$ cat src/rtl/i2s_rx_pkg.sv
package i2s_rx_pkg;
  // number of serial data lanes sharing one bit clock / word select
  localparam int LANES = 3;

  // word-select level meaning
  typedef enum logic {
    SIDE_LEFT  = 1'b0,
    SIDE_RIGHT = 1'b1
  } side_e;
endpackage

$ cat src/rtl/i2s_sync_bus.sv
module i2s_sync_bus #(
  parameter int W = 1,
  parameter logic [W-1:0] RST_VAL = '0
) (
  input  logic         clk,
  input  logic         rst,
  input  logic [W-1:0] async_in,
  output logic [W-1:0] sync_out
);
  logic [W-1:0] meta_q;
  logic [W-1:0] sync_q;

  always_ff @(posedge clk) begin
    if (rst) begin
      meta_q <= RST_VAL;
      sync_q <= RST_VAL;
    end else begin
      meta_q <= async_in;
      sync_q <= meta_q;
    end
  end

  assign sync_out = sync_q;
endmodule

$ cat src/rtl/i2s_frame_timer.sv
module i2s_frame_timer
  import i2s_rx_pkg::*;
#(
  parameter int WORD_W = 24,
  localparam int CW = $clog2(WORD_W + 1)
) (
  input  logic          clk,
  input  logic          rst,
  input  logic          bclk_s,
  input  logic          ws_s,
  output logic          bit_stb,
  output logic [CW-1:0] bit_idx,
  output logic          bit_keep,
  output logic          word_end,
  output side_e         word_side,
  output logic          frame_evt,
  output logic          frame_short
);
  logic          bclk_q;
  logic          ws_d;
  logic [CW-1:0] cnt;
  logic          armed;
  logic          left_seen;
  logic          left_short;
  logic [CW:0]   bits_in_word;
  logic          word_short;

  assign bit_stb      = bclk_s & ~bclk_q;
  assign word_end     = bit_stb & (ws_s != ws_d);
  assign word_side    = side_e'(ws_d);
  assign bit_idx      = cnt;
  assign bit_keep     = cnt < CW'(WORD_W);
  assign bits_in_word = {1'b0, cnt} + 1'b1;
  assign word_short   = bits_in_word < (CW+1)'(WORD_W);
  assign frame_evt    = word_end & armed & left_seen & (word_side == SIDE_RIGHT);
  assign frame_short  = left_short | word_short;

  always_ff @(posedge clk) begin
    if (rst) begin
      bclk_q     <= 1'b0;
      ws_d       <= 1'b1;
      cnt        <= '0;
      armed      <= 1'b0;
      left_seen  <= 1'b0;
      left_short <= 1'b0;
    end else begin
      bclk_q <= bclk_s;
      if (bit_stb) begin
        ws_d <= ws_s;
        if (word_end) begin
          cnt   <= '0;
          armed <= 1'b1;
          if (armed && word_side == SIDE_LEFT) begin
            left_seen  <= 1'b1;
            left_short <= word_short;
          end else begin
            left_seen <= 1'b0;
          end
        end else if (bit_keep) begin
          cnt <= cnt + 1'b1;
        end
      end
    end
  end

  // the bit position never runs past the word width
  assert_cnt_cap_R5: assert property (@(posedge clk) disable iff (rst)
    cnt <= CW'(WORD_W));

  // every word boundary restarts the bit position at the MSB
  assert_restart_R2: assert property (@(posedge clk) disable iff (rst)
    word_end |=> (cnt == '0));
endmodule

$ cat src/rtl/i2s_lane_deser.sv
module i2s_lane_deser
  import i2s_rx_pkg::*;
#(
  parameter int WORD_W = 24,
  localparam int CW = $clog2(WORD_W + 1)
) (
  input  logic              clk,
  input  logic              rst,
  input  logic              bit_stb,
  input  logic [CW-1:0]     bit_idx,
  input  logic              bit_keep,
  input  logic              word_end,
  input  side_e             word_side,
  input  logic              sd_bit,
  output logic [WORD_W-1:0] left_word,
  output logic [WORD_W-1:0] done_word
);
  logic [WORD_W-1:0] acc;

  always_comb begin
    done_word = acc;
    if (bit_keep) done_word[WORD_W-1-int'(bit_idx)] = sd_bit;
  end

  always_ff @(posedge clk) begin
    if (rst) begin
      acc       <= '0;
      left_word <= '0;
    end else if (bit_stb) begin
      if (word_end) begin
        acc <= '0;
        if (word_side == SIDE_LEFT) left_word <= done_word;
      end else begin
        acc <= done_word;
      end
    end
  end

  // a new word always starts from an all-zero accumulator (zero padding)
  assert_pad_R6: assert property (@(posedge clk) disable iff (rst)
    word_end |=> (acc == '0));
endmodule

$ cat src/rtl/i2s_six_ch_rx.sv
module i2s_six_ch_rx
  import i2s_rx_pkg::*;
#(
  parameter int WORD_W = 24
) (
  input  logic              clk,
  input  logic              rst,
  input  logic              bclk_in,
  input  logic              ws_in,
  input  logic [2:0]        sd_in,
  output logic [WORD_W-1:0] front_l,
  output logic [WORD_W-1:0] front_r,
  output logic [WORD_W-1:0] surr_l,
  output logic [WORD_W-1:0] surr_r,
  output logic [WORD_W-1:0] center,
  output logic [WORD_W-1:0] lfe,
  output logic              frame_valid,
  output logic              short_word
);
  localparam int CW     = $clog2(WORD_W + 1);
  localparam int SYNC_W = LANES + 2;
  localparam logic [SYNC_W-1:0] SYNC_RST = {1'b0, 1'b1, {LANES{1'b0}}};

  logic [SYNC_W-1:0] sync_v;
  logic              bclk_s, ws_s;
  logic [LANES-1:0]  sd_s;

  logic          bit_stb, bit_keep, word_end, frame_evt, frame_short;
  logic [CW-1:0] bit_idx;
  side_e         word_side;

  logic [WORD_W-1:0] lw   [LANES];
  logic [WORD_W-1:0] dw   [LANES];
  logic [WORD_W-1:0] oq_l [LANES];
  logic [WORD_W-1:0] oq_r [LANES];

  i2s_sync_bus #(.W(SYNC_W), .RST_VAL(SYNC_RST)) u_sync (
    .clk(clk), .rst(rst),
    .async_in({bclk_in, ws_in, sd_in}),
    .sync_out(sync_v)
  );
  assign {bclk_s, ws_s, sd_s} = sync_v;

  i2s_frame_timer #(.WORD_W(WORD_W)) u_timer (
    .clk(clk), .rst(rst), .bclk_s(bclk_s), .ws_s(ws_s),
    .bit_stb(bit_stb), .bit_idx(bit_idx), .bit_keep(bit_keep),
    .word_end(word_end), .word_side(word_side),
    .frame_evt(frame_evt), .frame_short(frame_short)
  );

  for (genvar g = 0; g < LANES; g++) begin : g_lane
    i2s_lane_deser #(.WORD_W(WORD_W)) u_lane (
      .clk(clk), .rst(rst), .bit_stb(bit_stb), .bit_idx(bit_idx),
      .bit_keep(bit_keep), .word_end(word_end), .word_side(word_side),
      .sd_bit(sd_s[g]), .left_word(lw[g]), .done_word(dw[g])
    );

    always_ff @(posedge clk) begin
      if (rst) begin
        oq_l[g] <= '0;
        oq_r[g] <= '0;
      end else if (frame_evt) begin
        oq_l[g] <= lw[g];
        oq_r[g] <= dw[g];
      end
    end
  end

  always_ff @(posedge clk) begin
    if (rst) begin
      frame_valid <= 1'b0;
      short_word  <= 1'b0;
    end else begin
      frame_valid <= frame_evt;
      if (frame_evt) short_word <= frame_short;
    end
  end

  assign front_l = oq_l[0];
  assign front_r = oq_r[0];
  assign surr_l  = oq_l[1];
  assign surr_r  = oq_r[1];
  assign center  = oq_l[2];
  assign lfe     = oq_r[2];

  // the frame strobe lasts exactly one system clock
  assert_pulse_R4: assert property (@(posedge clk) disable iff (rst)
    frame_valid |=> !frame_valid);

  // outputs hold between frame strobes
  assert_hold_R9: assert property (@(posedge clk) disable iff (rst)
    !frame_valid |-> ($stable(front_l) && $stable(front_r) && $stable(surr_l)
                      && $stable(surr_r) && $stable(center) && $stable(lfe)
                      && $stable(short_word)));
endmodule

$ cat config.mk
export PLATFORM = sky130hd
export DESIGN_NAME = i2s_six_ch_rx
export DESIGN_NICKNAME = d
export VERILOG_FILES = /design/src/rtl/i2s_rx_pkg.sv /design/src/rtl/i2s_sync_bus.sv /design/src/rtl/i2s_frame_timer.sv /design/src/rtl/i2s_lane_deser.sv /design/src/rtl/i2s_six_ch_rx.sv
export SDC_FILE = /design/constraint.sdc
export NUM_CORES = 1
export LEC_CHECK = 0
export ABC_AREA = 1
export CORE_MARGIN = 2
export CORE_UTILIZATION = 40
export CTS_BUF_LIST = sky130_fd_sc_hd__clkbuf_8
export CTS_CLUSTER_SIZE = 8
export DETAILED_ROUTE_END_ITERATION = 6
export DONT_BUFFER_PORTS = 1
export HOLD_SLACK_MARGIN = 0.15
export PLACE_DENSITY_LB_ADDON = 0.08
export SKIP_CTS_REPAIR_TIMING = 1
export SYNTH_ARGS = -nofsm -noshare
export SYNTH_HDL_FRONTEND = slang
export SYNTH_SLANG_ARGS = --single-unit
$ cat constraint.sdc
create_clock -name clk -period 7.5 [get_ports clk]
set_clock_uncertainty 0.15 [all_clocks]
set_input_delay 2.25 -clock clk [delete_from_list [all_inputs] [get_ports clk]]
set_output_delay 2.25 -clock clk [all_outputs]
set_load 0.005 [all_outputs]
# Word level (Yosys, flattened, before mapping)
# Memory sizes are Yosys's and may differ from the RTL's.
# Cells that the tools add are included.
# word_totals
mem_bits_rw,144
reg_bits,166
mem_bits_ro,0
latchBits,0
wordCells,72
memories,2
# op_classes
mul,0
magnitude_cmp,4
n_reduce_logical,7
n_shift,0
addsub,3
n_eq_ne,1
n_div,0
mux,25
n_bitwise,14
# memory_table
name,depth,word_bits,read_ports,rd_ports_with_merged_regs,write_ports,line_no,text
oq_l,3,24,3,0,3,i2s_six_ch_rx.sv:34,logic [WORD_W-1:0] oq_l [LANES];
oq_r,3,24,3,0,3,i2s_six_ch_rx.sv:35,logic [WORD_W-1:0] oq_r [LANES];
# op_table
cell,count
24-bit two-way mux,12
24-bit bitwise mux,3
32-bit by 1-bit greater-or-equal comparator with 1-bit output (second input constant),1
32-bit by 7-bit less-than comparator with 1-bit output (second input constant),1
5-bit two-way mux,2
1-bit two-way mux,7
1-bit OR,7
5-bit by 1-bit adder with 6-bit output (second input constant),1
6-bit by 5-bit less-than comparator with 1-bit output (second input constant),1
3-bit AND reduction,2
5-bit by 5-bit subtractor with 6-bit output (first input constant),1
5-bit by 1-bit adder with 5-bit output (second input constant),1
1-bit bitwise AND,5
1-bit demux with 5-bit select,1
5-bit less-than comparator (second input constant),1
2-bit AND reduction,2
1-bit logical AND,2
1-bit NOT,2
2-bit nonzero test,1
1-bit inequality test,1

# Depth between registers and ports, before layout
# depth
ltp_word,10
mapped_depth,11

# Modules after synthesis
# A second synthesis with hierarchy kept.
# hier_totals
hier_cells,1596
area_unflattened_um2,13304.0
# modules_own_cells
mod,cells_each,seq_area_each_um2,area_each_um2,n_inst
i2s_six_ch_rx,457,4364.2,5587.9,1
i2s_lane_deser (g_lane[0].u_lane ...),347,960.9,2298.5,2
i2s_lane_deser (g_lane[2].u_lane),347,960.9,2296.0,1
i2s_frame_timer,66,200.2,533.0,1
i2s_sync_bus,32,200.2,290.3,1

# Least setup slack after synthesis
# OpenSTA, ideal clock, no wires.
# synth_path
path_type,input -> register
from,input port rst
to,memory oq_l[0][0] (enable)
path_buffers,2
cell_stages,4
t_required_ns,6.130
t_arrival_ns,5.157
slack_ns,0.973
cell_sequence,buf_2 -> inv_1 -> clkbuf_1 -> nand2_1
# synth_lines
item,line_no,text
start: declaration,i2s_six_ch_rx.sv:7,"input logic rst,"
end: declaration,i2s_six_ch_rx.sv:34,

==> impl_metrics.csv <==
group,metric,value,unit
finish,layout_common_cells,"nand2_1 (363), inv_1 (250), dfxtp_1 (166), edfxtp_1 (144), a21oi_1 (141)",
detailed_routing,route.vias.total,9443,
detailed_routing,routed_wl,31400,um
detailed_routing,wl_met2,13600,um
global_routing,grt_pass1_vias,8683,
synth,syn-num-nets,1519,
detailed_routing,routed.top_layer,"met4",
global_routing,overflow,0,
synth,ys_ff_latch,310,
setup_path,crit_path_start,"rst",
min_path,hold_path_class,"flip-flop to flip-flop",
timing,tns,0,ps
die,io_pins,153,
setup_path,worstPathRequired,7580,ps
detailed_routing,drc,0,
run_status,status,"complete, no violations",
setup_path,rr_startpoint,"u_timer.bclk_q",
timing,rsz0062_at_grt,"no",
finish,seq_area,7650,um^2
place,gp_congestion,0.730,
synth,synthTopCellsByArea,"edfxtp_1 (33%), dfxtp_1 (26%), nand2_1 (11%), inv_1 (6.4%), a21oi_1 (5.4%)",
finish,layout.nets,1489,
timing,setup_violations,0,
min_path,worstHoldStart,"u_sync.meta_q[1]",
setup_path,worstSetupPathType,"input pin to flip-flop",
global_routing,grt_max_degree,155,
global_routing,grt.total_usage,0.186,
timing,worst_pin_slew,1160,ps
global_routing,antenna_found_initial,0,
flow_run,maxCapViolCount,0,
synth,syn_inst,1508,
setup_path,cp-start-kind,"input pin",
setup_path,crit_path_max_fanout,154,
finish,drive_above_1_share,0.0947,
cts,numCtsBuffers,51,
detailed_routing,wl_per_cell,16.0,um
timing,hold_viol_final,0,
detailed_routing,avgViaCountPerCell,4.81,
min_path,min_to,"u_sync.sync_out[1]",
cts,clock_latency,590,ps
power_and_ir_drop,intPower,2610,uW
setup_path,r2r_end,"oq_r[2][10]",
timing,max_slew_margin,0.226,
cts,cts.sinks,310,
timing,whs,251,ps
die,row_count,66,
detailed_routing,m1WireLength,15200,um
power_and_ir_drop,vdd_drop_max,0.0952,mV
cts,cts_tree,"yes",
detailed_routing,drtIter0Drc,756,
synth,synth_top_area_frac,0.333,
setup_path,slowest_delay,750,ps
detailed_routing,wl_met3,1980,um
setup_path,r2r_slack,3840,ps
detailed_routing,drtPass1Iterations,5,
place,hpwl,18100,um
die,dieArea,34000,um^2
timing,slew_viol_final,0,
die,die_h,184,um
min_path,hold_path_depth,2,
finish,area_growth,9.63,%
power_and_ir_drop,p_leak,0.00544,uW
synth,ys_seq_area_frac,0.588,
setup_path,critPathBufInv,2,
synth,synth_top_area_cell,"edfxtp_1",
place,numPortBuffers,0,
cts,h-tree-depth,2,
cts,clkTransAtPathRegs,60,ps
setup_path,worst_setup_path_end_kind,"flip-flop",
synth,avgSynthCellArea,8.62,um^2
setup_path,crit_family,"simple AND/OR/NAND/NOR gates",
detailed_routing,ant_nets,0,
power_and_ir_drop,swShare,0.223,
finish,nFillCells,3193,
setup_path,ff2ff_path_depth,11,
setup_path,crit_arrival,3910,ps
synth,synth_cell_type_count,32,
power_and_ir_drop,pwr-share-seq,0.543,
setup_path,slowest_stage,"nand2_4",
synth,syn_area,13000,um^2
timing,fin_crit,3830,ps
finish,layout_commonest_cell,"nand2_1",
setup_path,cp_cell_sequence,"inv_1 > nand2_4 > buf_12",
cts,clockBufferDepth,3,
die,start_util,0.403,
cts,clockRootBuffer,"clkbuf_8",
die,core_area,32300,um^2
power_and_ir_drop,power_density,236,nW/um^2
finish,antenna_cells,0,
synth,ys_warn_count,0,
setup_path,cp.depth,3,
power_and_ir_drop,clkPwrFrac,0.432,
die,die_w,184,um
timing,fmax,261,MHz
timing,period_share,0.511,
finish,multi_input_area,4090,um^2
global_routing,grt_first_pass_wirelength,49600,um
power_and_ir_drop,p_sw,749,uW
power_and_ir_drop,p_comb_frac,0.025,
-- power groups by stage --
stage,clock [uW],combinational [uW],sequential (uW)
after detailed placement,0,84.6,1860
after CTS,1510,84.9,1820
after global placement,0,84.3,1860
after floorplan,0,71.3,1860
final,1450,83.6,1820
after global routing,1580,94.0,1830
-- stage by stage --
stage	std cells	util	area [um^2]	power [uW]	setup WS (ps)
after floorplan	1508	-	13000	1930	973
after global placement	1867	0.410	13200	1940	3220
after detailed placement	1867	0.410	13200	1940	3180
after CTS	1962	0.442	14300	3420	3820
after global routing	1962	0.442	14300	3500	3580
final	1962	0.442	14300	3360	3670
-- worst max path at each step --
stage	to	slack, ps
2_1_floorplan	oq_l[0][0]	970
3_3_place_gp	oq_l[2][14]	3220
3_5_place_dp	oq_r[2][10]	3180
4_1_cts	oq_r[2][10]	3820
5_1_grt	oq_r[2][10]	3580
6_report	oq_l[2][15]	3670
-- final cells by class --
class	instances	area share
Sequential cell	310	0.536
Tap cell	442	0.0388
Clock inverter	35	0.0130
Clock buffer	60	0.0579
Multi-Input combinational cell	876	0.287
Timing Repair Buffer	11	0.00667
Inverter	228	0.0604
-- synth_stat cells (all sizes together) --
cell type,number
a21oi,142
and2,6
buf,39
clkbuf,55
dfxtp,166
edfxtp,144
ha,4
inv,228
nand2,368
nand3,91
nand4,64
nor2,171
nor3,2
nor3b,3
o211ai,1
o21ai,19
o22ai,1
or2,3
xor2,1
-- cell families (layout without fill, tap and decap cells) --
kind of cell,Yosys count,after routing,share of synthesized area
buffers and inverters,322,334,0.0994
XOR/XNOR,1,1,0.000674
AO/OA/AOI/OAI,163,163,0.0633
adder cells (fa/ha/maj),4,4,0.00385
AND/OR/NAND/NOR,708,708,0.245
flip-flops,310,310,0.588
-- tightest hold or removal path, stage by stage, from the launching register on --
cell and delay, ps:
dfxtp_1 290, inv_1 40, nor2_1 30
-- state kept, by name (all words and copies together) (netlist names) --
register	flops
g_lane.u_lane.acc	72
u_sync.meta_q	5
oq_r	72
frame_valid	1
u_timer.left_short	1
u_timer.armed	1
oq_l	72
u_sync.sync_out	5
u_timer.bit_idx	5
u_timer.left_seen	1
short_word	1
u_timer.word_side	1
u_timer.bclk_q	1
g_lane.u_lane.left_word	72
-- per-layer routing --
| metal | track usage | vias to the layer above |
|---|---|---|
| li1 | - | 4753 |
| met3 | 0.0466 | 51 |
| met1 | 0.272 | 4395 |
| met5 | 0 | - |
| met2 | 0.267 | 244 |
| met4 | 0.0579 | 0 |
Power figures use the tool's default switching activity.
